`config.mk`:
```
export PLATFORM = sky130hd
export DESIGN_NAME = stat_latch_bank
export DESIGN_NICKNAME = d
export VERILOG_FILES = /design/src/rtl/stat_pkg.sv /design/src/rtl/stat_addr_dec.sv /design/src/rtl/stat_sticky_reg.sv /design/src/rtl/stat_irq_gen.sv /design/src/rtl/stat_latch_bank.sv
export SDC_FILE = /design/constraint.sdc
export NUM_CORES = 1
export LEC_CHECK = 0
export BUFFER_PORTS_ARGS = -buffer_cell sky130_fd_sc_hd__buf_2
export CAP_MARGIN = 20
export CELL_PAD_IN_SITES_DETAIL_PLACEMENT = 1
export CELL_PAD_IN_SITES_GLOBAL_PLACEMENT = 2
export CORE_MARGIN = 4
export CORE_UTILIZATION = 41
export DETAILED_ROUTE_END_ITERATION = 8
export PLACE_DENSITY_LB_ADDON = 0.3
export SYNTH_ARGS = -nofsm -noshare
export SYNTH_HDL_FRONTEND = slang
export SYNTH_SLANG_ARGS = --single-unit
```
`constraint.sdc`:
```
create_clock -name clk_i -period 2.5 [get_ports clk_i]
set_clock_uncertainty 0.2 [all_clocks]
set_input_delay 0.5 -clock clk_i [delete_from_list [all_inputs] [get_ports clk_i]]
set_output_delay 0.5 -clock clk_i [all_outputs]
set_load 0.05 [all_outputs]
```
`src/rtl/stat_pkg.sv`:
```
package stat_pkg;
  localparam int unsigned DW = 8;
  localparam int unsigned AW = 8;
  localparam int unsigned NUM_STAT = 3;
  localparam int unsigned NUM_WE = 5;

  typedef enum logic [2:0] {
    SEL_NONE   = 3'd0,
    SEL_ALM_A  = 3'd1,
    SEL_ALM_B  = 3'd2,
    SEL_RX     = 3'd3,
    SEL_MASK_A = 3'd4,
    SEL_MASK_B = 3'd5
  } reg_sel_e;

  // write-enable vector positions
  localparam int unsigned WE_ALM_A  = 0;
  localparam int unsigned WE_ALM_B  = 1;
  localparam int unsigned WE_RX     = 2;
  localparam int unsigned WE_MASK_A = 3;
  localparam int unsigned WE_MASK_B = 4;
endpackage

```
`src/rtl/stat_addr_dec.sv`:
```
module stat_addr_dec
  import stat_pkg::*;
#(
  parameter int unsigned   AW         = 8,
  parameter logic [AW-1:0] ADDR_ALM_A  = 8'h20,
  parameter logic [AW-1:0] ADDR_ALM_B  = 8'h21,
  parameter logic [AW-1:0] ADDR_RX     = 8'h22,
  parameter logic [AW-1:0] ADDR_MASK_A = 8'h18,
  parameter logic [AW-1:0] ADDR_MASK_B = 8'h19
) (
  input  logic [AW-1:0]     addr_i,
  input  logic              wr_i,
  output reg_sel_e          sel_o,
  output logic [NUM_WE-1:0] we_o
);
  always_comb begin
    unique case (addr_i)
      ADDR_ALM_A:  sel_o = SEL_ALM_A;
      ADDR_ALM_B:  sel_o = SEL_ALM_B;
      ADDR_RX:     sel_o = SEL_RX;
      ADDR_MASK_A: sel_o = SEL_MASK_A;
      ADDR_MASK_B: sel_o = SEL_MASK_B;
      default:     sel_o = SEL_NONE;
    endcase
  end

  always_comb begin
    we_o = '0;
    if (wr_i) begin
      unique case (sel_o)
        SEL_ALM_A:  we_o[WE_ALM_A]  = 1'b1;
        SEL_ALM_B:  we_o[WE_ALM_B]  = 1'b1;
        SEL_RX:     we_o[WE_RX]     = 1'b1;
        SEL_MASK_A: we_o[WE_MASK_A] = 1'b1;
        SEL_MASK_B: we_o[WE_MASK_B] = 1'b1;
        default:    we_o = '0;
      endcase
    end
  end

  // at most one target per write
  always_comb begin
    a_one_target_r11: assert ($onehot0(we_o));
  end
endmodule

```
`src/rtl/stat_sticky_reg.sv`:
```
module stat_sticky_reg #(
  parameter int unsigned DW = 8
) (
  input  logic          clk_i,
  input  logic          rst_ni,
  input  logic [DW-1:0] set_i,
  input  logic          wr_en_i,
  input  logic [DW-1:0] wmask_i,
  output logic [DW-1:0] latch_o,
  output logic [DW-1:0] copy_o
);
  logic [DW-1:0] latch_q, copy_q, clr;

  assign clr = wr_en_i ? wmask_i : '0;

  // set has priority over clear per bit
  always_ff @(posedge clk_i or negedge rst_ni) begin
    if (!rst_ni) latch_q <= '0;
    else         latch_q <= (latch_q & ~clr) | set_i;
  end

  for (genvar b = 0; b < DW; b++) begin : g_copy
    always_ff @(posedge clk_i or negedge rst_ni) begin
      if (!rst_ni)     copy_q[b] <= 1'b0;
      else if (clr[b]) copy_q[b] <= latch_q[b];
    end
  end

  assign latch_o = latch_q;
  assign copy_o  = copy_q;

  p_sticky_r2: assert property (@(posedge clk_i) disable iff (!rst_ni)
    ((latch_q != '0) |=> (($past(latch_q) & ~$past(clr) & ~latch_q) == '0)));
  p_clear_r3: assert property (@(posedge clk_i) disable iff (!rst_ni)
    (wr_en_i |=> ((latch_q & $past(clr) & ~$past(set_i)) == '0)));
  p_hold_r4: assert property (@(posedge clk_i) disable iff (!rst_ni)
    (wr_en_i |=> (((copy_q ^ $past(copy_q)) & ~$past(wmask_i)) == '0)));
  p_set_wins_r9: assert property (@(posedge clk_i) disable iff (!rst_ni)
    ((set_i != '0) |=> (($past(set_i) & ~latch_q) == '0)));
endmodule

```
`src/rtl/stat_irq_gen.sv`:
```
module stat_irq_gen #(
  parameter int unsigned DW = 8
) (
  input  logic          clk_i,
  input  logic          rst_ni,
  input  logic          wr_en_i,
  input  logic [DW-1:0] wdata_i,
  input  logic [DW-1:0] latch_i,
  output logic [DW-1:0] mask_o,
  output logic          irq_no
);
  logic [DW-1:0] mask_q;
  logic          irq_q;

  always_ff @(posedge clk_i or negedge rst_ni) begin
    if (!rst_ni)      mask_q <= '0;
    else if (wr_en_i) mask_q <= wdata_i;
  end

  always_ff @(posedge clk_i or negedge rst_ni) begin
    if (!rst_ni) irq_q <= 1'b1;
    else         irq_q <= ~|(latch_i & mask_q);
  end

  assign mask_o = mask_q;
  assign irq_no = irq_q;

  p_irq_low_r7: assert property (@(posedge clk_i) disable iff (!rst_ni)
    ((latch_i & mask_q) != '0) |=> !irq_no);
  p_irq_high_r7: assert property (@(posedge clk_i) disable iff (!rst_ni)
    ((latch_i & mask_q) == '0) |=> irq_no);
endmodule

```
`src/rtl/stat_latch_bank.sv`:
```
module stat_latch_bank
  import stat_pkg::*;
#(
  parameter int unsigned DW      = 8,
  parameter int unsigned AW      = 8,
  parameter int unsigned LOS_BIT = 0
) (
  input  logic          clk_i,
  input  logic          rst_ni,
  input  logic [AW-1:0] addr_i,
  input  logic [DW-1:0] wdata_i,
  input  logic          wr_i,
  input  logic          rd_i,
  output logic [DW-1:0] rdata_o,
  input  logic [DW-1:0] alm_a_evt_i,
  input  logic          los_i,
  input  logic [DW-1:0] alm_b_evt_i,
  input  logic [DW-1:0] rx_evt_i,
  output logic          irq_a_no,
  output logic          irq_b_no
);
  localparam int unsigned IDX_A  = 0;
  localparam int unsigned IDX_B  = 1;
  localparam int unsigned IDX_RX = 2;

  reg_sel_e          sel;
  logic [NUM_WE-1:0] we;
  logic [DW-1:0]     set_v   [NUM_STAT];
  logic [DW-1:0]     latch_v [NUM_STAT];
  logic [DW-1:0]     copy_v  [NUM_STAT];
  logic [NUM_STAT-1:0] stat_we;
  logic [DW-1:0]     los_vec, mask_a, mask_b, rd_mux, rdata_q;

  stat_addr_dec #(.AW(AW)) i_dec (
    .addr_i (addr_i),
    .wr_i   (wr_i),
    .sel_o  (sel),
    .we_o   (we)
  );

  // level alarm: sets every cycle it is present
  assign los_vec          = DW'(los_i) << LOS_BIT;
  assign set_v[IDX_A]     = alm_a_evt_i | los_vec;
  assign set_v[IDX_B]     = alm_b_evt_i;
  assign set_v[IDX_RX]    = rx_evt_i;
  assign stat_we[IDX_A]   = we[WE_ALM_A];
  assign stat_we[IDX_B]   = we[WE_ALM_B];
  assign stat_we[IDX_RX]  = we[WE_RX];

  for (genvar k = 0; k < NUM_STAT; k++) begin : g_stat
    stat_sticky_reg #(.DW(DW)) i_reg (
      .clk_i   (clk_i),
      .rst_ni  (rst_ni),
      .set_i   (set_v[k]),
      .wr_en_i (stat_we[k]),
      .wmask_i (wdata_i),
      .latch_o (latch_v[k]),
      .copy_o  (copy_v[k])
    );
  end

  stat_irq_gen #(.DW(DW)) i_irq_a (
    .clk_i   (clk_i),
    .rst_ni  (rst_ni),
    .wr_en_i (we[WE_MASK_A]),
    .wdata_i (wdata_i),
    .latch_i (latch_v[IDX_A]),
    .mask_o  (mask_a),
    .irq_no  (irq_a_no)
  );

  stat_irq_gen #(.DW(DW)) i_irq_b (
    .clk_i   (clk_i),
    .rst_ni  (rst_ni),
    .wr_en_i (we[WE_MASK_B]),
    .wdata_i (wdata_i),
    .latch_i (latch_v[IDX_B]),
    .mask_o  (mask_b),
    .irq_no  (irq_b_no)
  );

  always_comb begin
    unique case (sel)
      SEL_ALM_A:  rd_mux = copy_v[IDX_A];
      SEL_ALM_B:  rd_mux = copy_v[IDX_B];
      SEL_RX:     rd_mux = copy_v[IDX_RX];
      SEL_MASK_A: rd_mux = mask_a;
      SEL_MASK_B: rd_mux = mask_b;
      default:    rd_mux = '0;
    endcase
  end

  always_ff @(posedge clk_i or negedge rst_ni) begin
    if (!rst_ni)   rdata_q <= '0;
    else if (rd_i) rdata_q <= rd_mux;
  end

  assign rdata_o = rdata_q;

  p_read_pure_r10: assert property (@(posedge clk_i) disable iff (!rst_ni)
    (rd_i && !wr_i && set_v[IDX_A] == '0 && set_v[IDX_B] == '0 && set_v[IDX_RX] == '0)
      |=> ($stable(latch_v[IDX_A]) && $stable(latch_v[IDX_B]) && $stable(latch_v[IDX_RX])
           && $stable(copy_v[IDX_A]) && $stable(copy_v[IDX_RX])));
endmodule

```
**Yosys cells after proc, flatten, opt, wreduce, memory -nomap -nowiden**

Index checks and enable logic that the tools add are counted.

- Equal/unequal tests: 10
- Multiplexer cells: 11
- Bitwise operators: 12
- Reduce and logical (&&, ||, !) cells: 4

Operators with widths:

| operator | count |
|---|---|
| $and A8 B8 Y8 | 5 |
| $pmux W8 S5 | 1 |
| $eq A8 B6 Y1 const B | 3 |
| $mux W8 | 3 |
| $not A8 Y8 | 3 |
| $or A8 B8 Y8 | 3 |
| $eq A8 B5 Y1 const B | 2 |
| $reduce_or A8 Y1 | 2 |
| $pmux W3 S5 | 1 |
| $or A8 B1 Y8 | 1 |
| $eq A3 B2 Y1 const B | 2 |
| $eq A3 B3 Y1 const B | 2 |
| $mux W1 | 5 |
| $mux W5 | 1 |
| $eq A3 B1 Y1 const B | 1 |
| $logic_not A1 Y1 | 2 |

- Register bits after elaboration: 74
- Output and inout bits: 10
- Logic and storage cells: 69

**Depth between registers and ports, before layout**

Gate-level depths: netlist of run 1.

- Depth in word-level cells: 9
- Mapped depth: 6

**Modules after synthesis**

From an unflattened synthesis of run 1, not the netlist that was laid out.

- Cells, all modules: 249
- Area total of the unflattened synthesis: 3,418.3 um2

Modules (own cells, without submodules):

| module | instances | cells each | area an instance (um2) | seq. area each (um2) |
|---|---|---|---|---|
| stat_sticky_reg | 3 | 41 | 616.8 | 400.4 |
| stat_irq_gen | 2 | 23 | 396.6 | 226.5 |
| stat_latch_bank | 1 | 61 | 636.9 | 200.2 |
| stat_addr_dec | 1 | 19 | 137.6 | 0.0 |

**Worst setup path before layout of run 1**

No wires, ideal clock.

- Kind: input to register
- Start: input addr_i[3]
- End: register g_stat[0].i_reg.copy_q[4]
- Setup time: 0.128 ns
- Arrival: 1.829 ns
- Required time: 2.172 ns
- Path slack: 0.344 ns
- Stages: 5
- Cells stage by stage: or3b_1 buf_6 nor4_4 nand3_1 mux2_1

- Cells in the longest elaborated chain, start to end: 6
- Elaborated cells between the ends (all ways): 10
- Those cells by class: eq/ne (6); mux (4)

RTL lines:

| what | RTL line | source |
|---|---|---|
| from (decl) | stat_latch_bank.sv:10 | `input logic [AW-1:0] addr_i,` |
| $eq A8 B5 Y1 or $eq A8 B6 Y1 (tied branches) | stat_addr_dec.sv:17 | `unique case (addr_i)` |
| $pmux W3 S5 * | stat_addr_dec.sv:17 |  |
| $eq A3 B1 Y1 * | stat_addr_dec.sv:30 | `unique case (sel_o)` |
| $mux W1 * | stat_addr_dec.sv:30 |  |
| $mux W5 * | stat_addr_dec.sv:29 | `if (wr_i) begin` |
| $mux W8 * | stat_sticky_reg.sv:14 | `assign clr = wr_en_i ? wmask_i : '0;` |
| to (signal, indexed assignment) | stat_sticky_reg.sv:25 | `else if (clr[b]) copy_q[b] <= latch_q[b];` |
| to (decl) | stat_sticky_reg.sv:12 | `logic [DW-1:0] latch_q, copy_q, clr;` |

Every way passes the cells marked *; elsewhere a longest branch is shown, timed or not.
A chain may end at the register's enable or synchronous reset.

**Worst setup path after layout of run 1**

- Start: input addr_i[2]
- End: register i_irq_a.mask_q[5], in the netlist i_irq_a.mask_o[5]

- Cells in the longest elaborated chain, start to end: 5
- Elaborated cells between the ends (all ways): 9
- Those cells by class: eq/ne (6); mux (3)

RTL lines:

| what | RTL line | source |
|---|---|---|
| $eq A8 B5 Y1 or $eq A8 B6 Y1 (tied branches) | stat_addr_dec.sv:17 |  |
| $pmux W3 S5 * | stat_addr_dec.sv:17 |  |
| $eq A3 B3 Y1 * | stat_addr_dec.sv:30 |  |
| $mux W1 * | stat_addr_dec.sv:30 |  |
| $mux W5 * | stat_addr_dec.sv:29 |  |
| to (signal assigned) | stat_irq_gen.sv:17 | `else if (wr_en_i) mask_q <= wdata_i;` |
| to (decl) | stat_irq_gen.sv:12 | `logic [DW-1:0] mask_q;` |

Marked as above.

==> results of run 1 <==
## final timing paths
kind / end / from / cells after the start
max reg2reg: rdata_o[4] / g_stat[2].i_reg.copy_o[4] / 3
min reg2reg: g_stat[2].i_reg.latch_o[6] / g_stat[2].i_reg.latch_o[6] / 1
min in group asynchronous: g_stat[0].i_reg.copy_o[3] / rst_ni / 2
max: i_irq_a.mask_o[5] / addr_i[2] / 6
min: g_stat[1].i_reg.latch_o[7] / alm_b_evt_i[7] / 2
max in group asynchronous: i_irq_a.irq_no / rst_ni / 3
## synthesized netlist by cell type, drive strengths merged
cell / count
clkbuf: 4
a222oi: 5
o31a: 3
nand2: 14
a22o: 10
nor2b: 2
buf: 6
nand3: 25
and3b: 1
a21oi: 1
a22oi: 16
nand3b: 1
nor4: 1
or3b: 1
dfrtp: 72
and4: 2
a211o: 1
nor3b: 2
a21o: 23
or4bb: 1
mux2: 40
mux2i: 6
o21ai: 4
nand2b: 1
inv: 1
nor3: 3
dfstp: 2
or3: 1
nor2: 6
and2: 3
## cell type report
cell class,instances,share of cell area
sequential,74,0.461
tap,102,0.0317
clock buffer,10,0.0317
multi-input combinational,173,0.349
inverter,1,0.000932
timing repair buffer,68,0.104
clock inverter,6,0.0224
## power groups by stage
stage	clock network (mW)	registers, mW	logic [mW]
5_1_grt	1.11	1.27	0.248
3_5_place_dp	0	1.29	0.228
4_1_cts	1.05	1.26	0.232
2_1_floorplan	0	1.31	0.0863
6_report	1.02	1.26	0.227
3_3_place_gp	0	1.29	0.224
## stage by stage
step | instance area [um2] | cells
after floorplan | 3320 | 258
after global placement | 3800 | 417
after detailed placement | 3800 | 417
after CTS | 4030 | 434
after global routing | 4030 | 434
final | 4030 | 434
## timing repair
item	4_1_cts	5_1_grt
hold buffers	1	0
endpoints found under the hold margin	35	0
endpoints found under the setup margin	0	0
## cells by family after synthesis
logic type	after synthesis	share of synthesized area
AOI/OAI and AO/OA	63	0.148
and+or+nand+nor	64	0.122
muxes	46	0.154
DFF	74	0.559
buffers and inverters	11	0.0177
## metal layers
metal / GRT usage / share of wire
met1: 0.250 / 0.46
met2: 0.313 / 0.49
met3: 0.0364 / 0.033
met4: 0.0543 / 0.0099
met5: 0 / 0
## flip-flops by register name, indices dropped and copies added, names as in the netlist
register,cells
i_irq_b.irq_no,1
g_stat.i_reg.copy_o,24
g_stat.i_reg.latch_o,24
rdata_o,8
i_irq_a.mask_o,8
i_irq_b.mask_o,8
i_irq_a.irq_no,1
## placed cells by master, fill, tap and decap left out, types with 5 or more instances in the layout
cell / count
a21o_1: 23
a222oi_1: 5
a22o_1: 10
a22oi_1: 16
buf_2: 53
buf_4: 11
clkbuf_8: 9
dfrtp_1: 72
mux2_1: 6
mux2_2: 34
mux2i_1: 6
nand2_1: 13
nand3_1: 24
nor2_1: 6
==> run metrics, run 1 <==
status=finished clean; Via-to-Cell Ratio=5.62; period utilization=0.827; slew of the pin with the lowest slew margin=between 0.7 and 0.8 ns; nets@finish=372; critical path arrival=2.09 ns; Crit path max-delay family=simple AND/OR/NAND/NOR gates; total power=2.51 mW; DRT Pass-1 Iters=4; RSZ-0062 raised after global routing=no; Critical Path Sink Type=flop; CP peak stage delay=~0.55 ns; Crit-path slowest cell=or3_1; sequential share of the synthesized area=0.559; relative slew slack=0.512; maximum VDD drop=0.286 mV; Sw Ratio=0.247; Diodes inserted=0; deepest clock path buffer count=2; sequential power share=0.502; startpoint types=input pin; vias in the first global route=2699; Num Clock Sinks=74; type of the most critical hold path=in2reg; HPWL after detailed placement=6380 um; synthesis-stage register bit count=74; crit path max fanout=8; pwr dens=between 600 and 700 nW/um2; post-place setup slack=0.0778 ns; top-area cell type share of the netlist area=0.543; Worst-path clk slew=0.08 ns; Syn Nets=a little over 300; Die Wd=98.0 um; FF+latch area=1850 um2; gp weighted congestion=0.793; WL per Instance=19.7 um; area leader, netlist=dfrtp_1; Switch Pwr=620 uW; Post-Syn Area=approximately 3300 um2; core box area=approximately 7800 um2; ranking of synthesized cells by area=dfrtp_1 (54%), mux2_2 (12%), a21o_1 (5.2%), nand3_1 (3.6%), a22oi_1 (3.6%); cell row count=32; setup_tns=0 ns; Iteration-0 DRC Markers=between 80 and 90; Initial Util=0.425; largest net degree at the start of global routing=39; Synth Warn #=0; area of the multi-input gates=1410 um2; CTS Buf Count=9; first-pass GRT wire length=about 14000 um; Post-Synthesis Cells=258; initial antenna violation count=0; CP bufs+invs=2; residual DRC count=0; Port Buffers=54; Gate power share=0.090; final worst setup slack=~0.43 ns; Chip Height=98.0 um; clk_lat worst skew=0.34 ns; # H-tree levels=3; worst path cell trace=buf_2 > or3_1 > buf_4 > nor3_4 > nand3_2 > mux2_2; Total Wirelength=8570 um; Setup Fix Bufs, Post-CTS=0; fraction of layout cells with a size suffix above 1=0.383; grt total ovfl=0; Period minus WS final=2.07 ns; Static Leak=1.79 nW; fillers=853; max cap viols=0; Final Core Density=0.516; Pins Over Slew Limit=0; Post-CTS Resized=0; setup slack, reg-to-reg=between 1 and 1.5 ns; All-Layer GR Usage=0.188; Final Setup Violations=0; Area Overhead vs Synth=21.3%; I/O pin total=between 50 and 60; Mapped Avg Cell Area=approximately 13 um2; Worst EP required=2.52 ns; clock network fraction of total power=0.407; Setup CP Type=in2reg; die area=approximately 9600 um2; vias post-DR=2438; Max Clk Rate=484 MHz; remaining antenna violation count=0; Hold Vio Cnt, Final=0; Root Driver=clkbuf_8; Hold WS=0.127 ns; Unique masters post-synth=38; internal power=1.89 mW; CTS tree=done
Power figures use the tool's default switching activity.
==> run 2, diff against run 1 <==
--- a/config.mk
+++ b/config.mk
@@ -10,7 +10,7 @@
 export CELL_PAD_IN_SITES_DETAIL_PLACEMENT = 1
 export CELL_PAD_IN_SITES_GLOBAL_PLACEMENT = 2
 export CORE_MARGIN = 4
-export CORE_UTILIZATION = 41
+export CORE_UTILIZATION = 34
 export DETAILED_ROUTE_END_ITERATION = 8
 export PLACE_DENSITY_LB_ADDON = 0.3
 export SYNTH_ARGS = -nofsm -noshare
==> constraint.sdc (replaced) <==
create_clock -name clk_i -period 1.7 [get_ports clk_i]
set_clock_uncertainty 0.2 [all_clocks]
set_input_delay 0.34 -clock clk_i [delete_from_list [all_inputs] [get_ports clk_i]]
set_output_delay 0.34 -clock clk_i [all_outputs]
set_load 0.05 [all_outputs]
==> run 2 against run 1 <==
The run now ends with negative setup slack left. Via count increased by 6.8%. Combinational power increased by 99%. Largest power group unchanged. Non-clock buffer count increased by 49. Critical path depth did not move. Highest routed layer unchanged. Die area grew 19%. Design area is 19% higher. Power is 55% higher.
==> run metrics, run 2 (synthesis results as in run 1) <==
most frequent cells in the layout=dfrtp_1 (72), buf_2 (51), mux2_2 (33); Final Setup Violations=5 (+5); Via-to-Cell Ratio=5.11 (-9.1%); final worst setup slack=-0.0151 ns (-0.447 ns); Worst-path clk slew=0.08 ns (about the same); fraction of layout cells with a size suffix above 1=0.480 (+0.0978); Initial Util=0.354 (-0.0709); cell row count=35 (+9.4%); period utilization=1.01; Max Clk Rate=583 MHz; Iteration-0 DRC Markers=93 (+8.1%); beginning of the worst hold path=wdata_i[2]; WL per Instance=18.8 um (-5.0%); Static Leak=2.07 nW (+16%); maximum VDD drop=0.350 mV (+22%); most common cell after layout, fill and taps aside=dfrtp_1; Chip Height=107 um (+9.0%); max cap viols=0 (unchanged); largest net degree at the start of global routing=29 (-26%); Critical Path Sink Type=flop; core box area=9370 um2 (+20%); grt total ovfl=0 (unchanged); Die Wd=107 um (+9.0%); die area=11400 um2 (+19%); Cell Area, Placed=4060 um2 (+6.8%); slew of the pin with the lowest slew margin=0.413 ns (-0.315 ns); Total Wirelength=9570 um (+12%); vias post-DR=2605 (+6.8%); CTS tree=done; startpoint types=input pin; I/O pin total=55 (unchanged); residual DRC count=0 (unchanged); status=finished with violations; Pins Over Slew Limit=0 (unchanged); failing checks=negative setup slack; setup_tns=-0.0502 ns (-0.0502 ns); depth of the worst register-to-register path=3 (unchanged); cell area after layout=4810 um2 (+19%); Port Buffers=54 (unchanged); All-Layer GR Usage=0.177 (-0.0110); Setup crit start=addr_i[3]; Worst EP required=1.73 ns (-0.79 ns); pwr dens=808 nW/um2 (+29%); nets@finish=421 (+13%); Setup CP Type=in2reg; deepest clock path buffer count=2 (unchanged); Period minus WS final=1.72 ns; relative slew slack=0.725 (+0.213); Diodes inserted=0 (unchanged); reg2reg start=g_stat[2].i_reg.copy_o[3]; type of the most critical hold path=in2reg; Root Driver=clkbuf_8; remaining antenna violation count=0 (unchanged); clk_lat worst skew=0.34 ns (about the same); critical path arrival=1.75 ns (-0.34 ns); HPWL after detailed placement=7050 um (+11%); Hold Crit Depth=2 (unchanged); DRT Pass-1 Iters=4 (unchanged); initial antenna violation count=0 (unchanged); CTS Buf Count=9 (unchanged); Num Clock Sinks=74 (unchanged); # H-tree levels=3 (unchanged); RSZ-0062 raised after global routing=yes; first-pass GRT wire length=15500 um (+9.4%); vias in the first global route=2927 (+8.4%); fillers=991 (+16%); gp weighted congestion=0.779 (-1.7%); Hold Vio Cnt, Final=0 (unchanged); Area Overhead vs Synth=44.9%; crit path max fanout=8 (unchanged)
run 2: cell types whose count changed in the layout (fill, tap and decap cells not counted), sizes merged:
cell	delta
inv	-1
clkbuf	+2
dlygate4sd3	+25
buf	+24
clkinvlp	-1
run 2: worst paths after layout:
path | to | slack [ns]
min in group asynchronous | g_stat[1].i_reg.copy_o[1] | 0.27
max in group asynchronous | i_irq_b.mask_o[6] | 0.48
worst max register to register | rdata_o[3] | 0.29
worst min-delay path | i_irq_a.mask_o[2] | 0.14
worst min register to register | g_stat[2].i_reg.latch_o[2] | 0.28
worst max-delay path | g_stat[0].i_reg.copy_o[7] | -0.02
run 2: worst max-delay path, cell delays in order:
cell and delay [ns]:
buf_6 0.09, or3b_4 0.45, nor4_4 0.23, buf_6 0.22
nand3_4 0.10, mux2_4 0.31
run 2: cell type report:
cell class                 instances  area, um2  share of cell area
tap                              129        161              0.0336
timing repair buffer             117        921               0.191
clock inverter                     4       73.8              0.0153
multi-input combinational        173       1640               0.341
sequential                        74       1850               0.386
clock buffer                      12        155              0.0323
inverter                           1       3.75            0.000780
run 2: timing repair:
item | in CTS | in global routing
gates resized for setup | 31 | 19
gates cloned | 0 | 0
hold buffers | 26 | 0
endpoints found under the hold margin | 48 | 0
buffers inserted | 3 | 0
endpoints found under the setup margin | 39 | 45
pin swaps | 6 | 4
run 2: report_power, final:
group          internal [mW]  total [mW]  leakage [nW]  switching (mW)
registers               1.83        1.86         0.895          0.0357
logic                  0.211       0.452          1.06           0.241
clock network          0.908        1.57         0.117           0.664
total                   2.94        3.89          2.07           0.941
run 2: metrics by stage:
stage	worst slack (ns)	power, mW	utilization	hold WS [ns]	std cells
after floorplan	-0.291	2.06	-	-0.156	258
after global placement	-0.464	2.26	0.433	0.103	467
after detailed placement	-0.491	2.27	0.433	0.105	467
after CTS	-0.0605	3.93	0.505	0.108	512
after global routing	-0.0425	4.05	0.513	0.134	510
final	-0.0151	3.89	0.513	0.142	510
run 2: routing by layer:
metal / vias up / part of all wire / global-route usage
met3: 12 / 0.043 / 0.0409
li1: 1218 / - / -
met4: 0 / 0.017 / 0.0603
met1: 1314 / 0.43 / 0.225
met2: 61 / 0.51 / 0.296
met5: - / 0 / 0
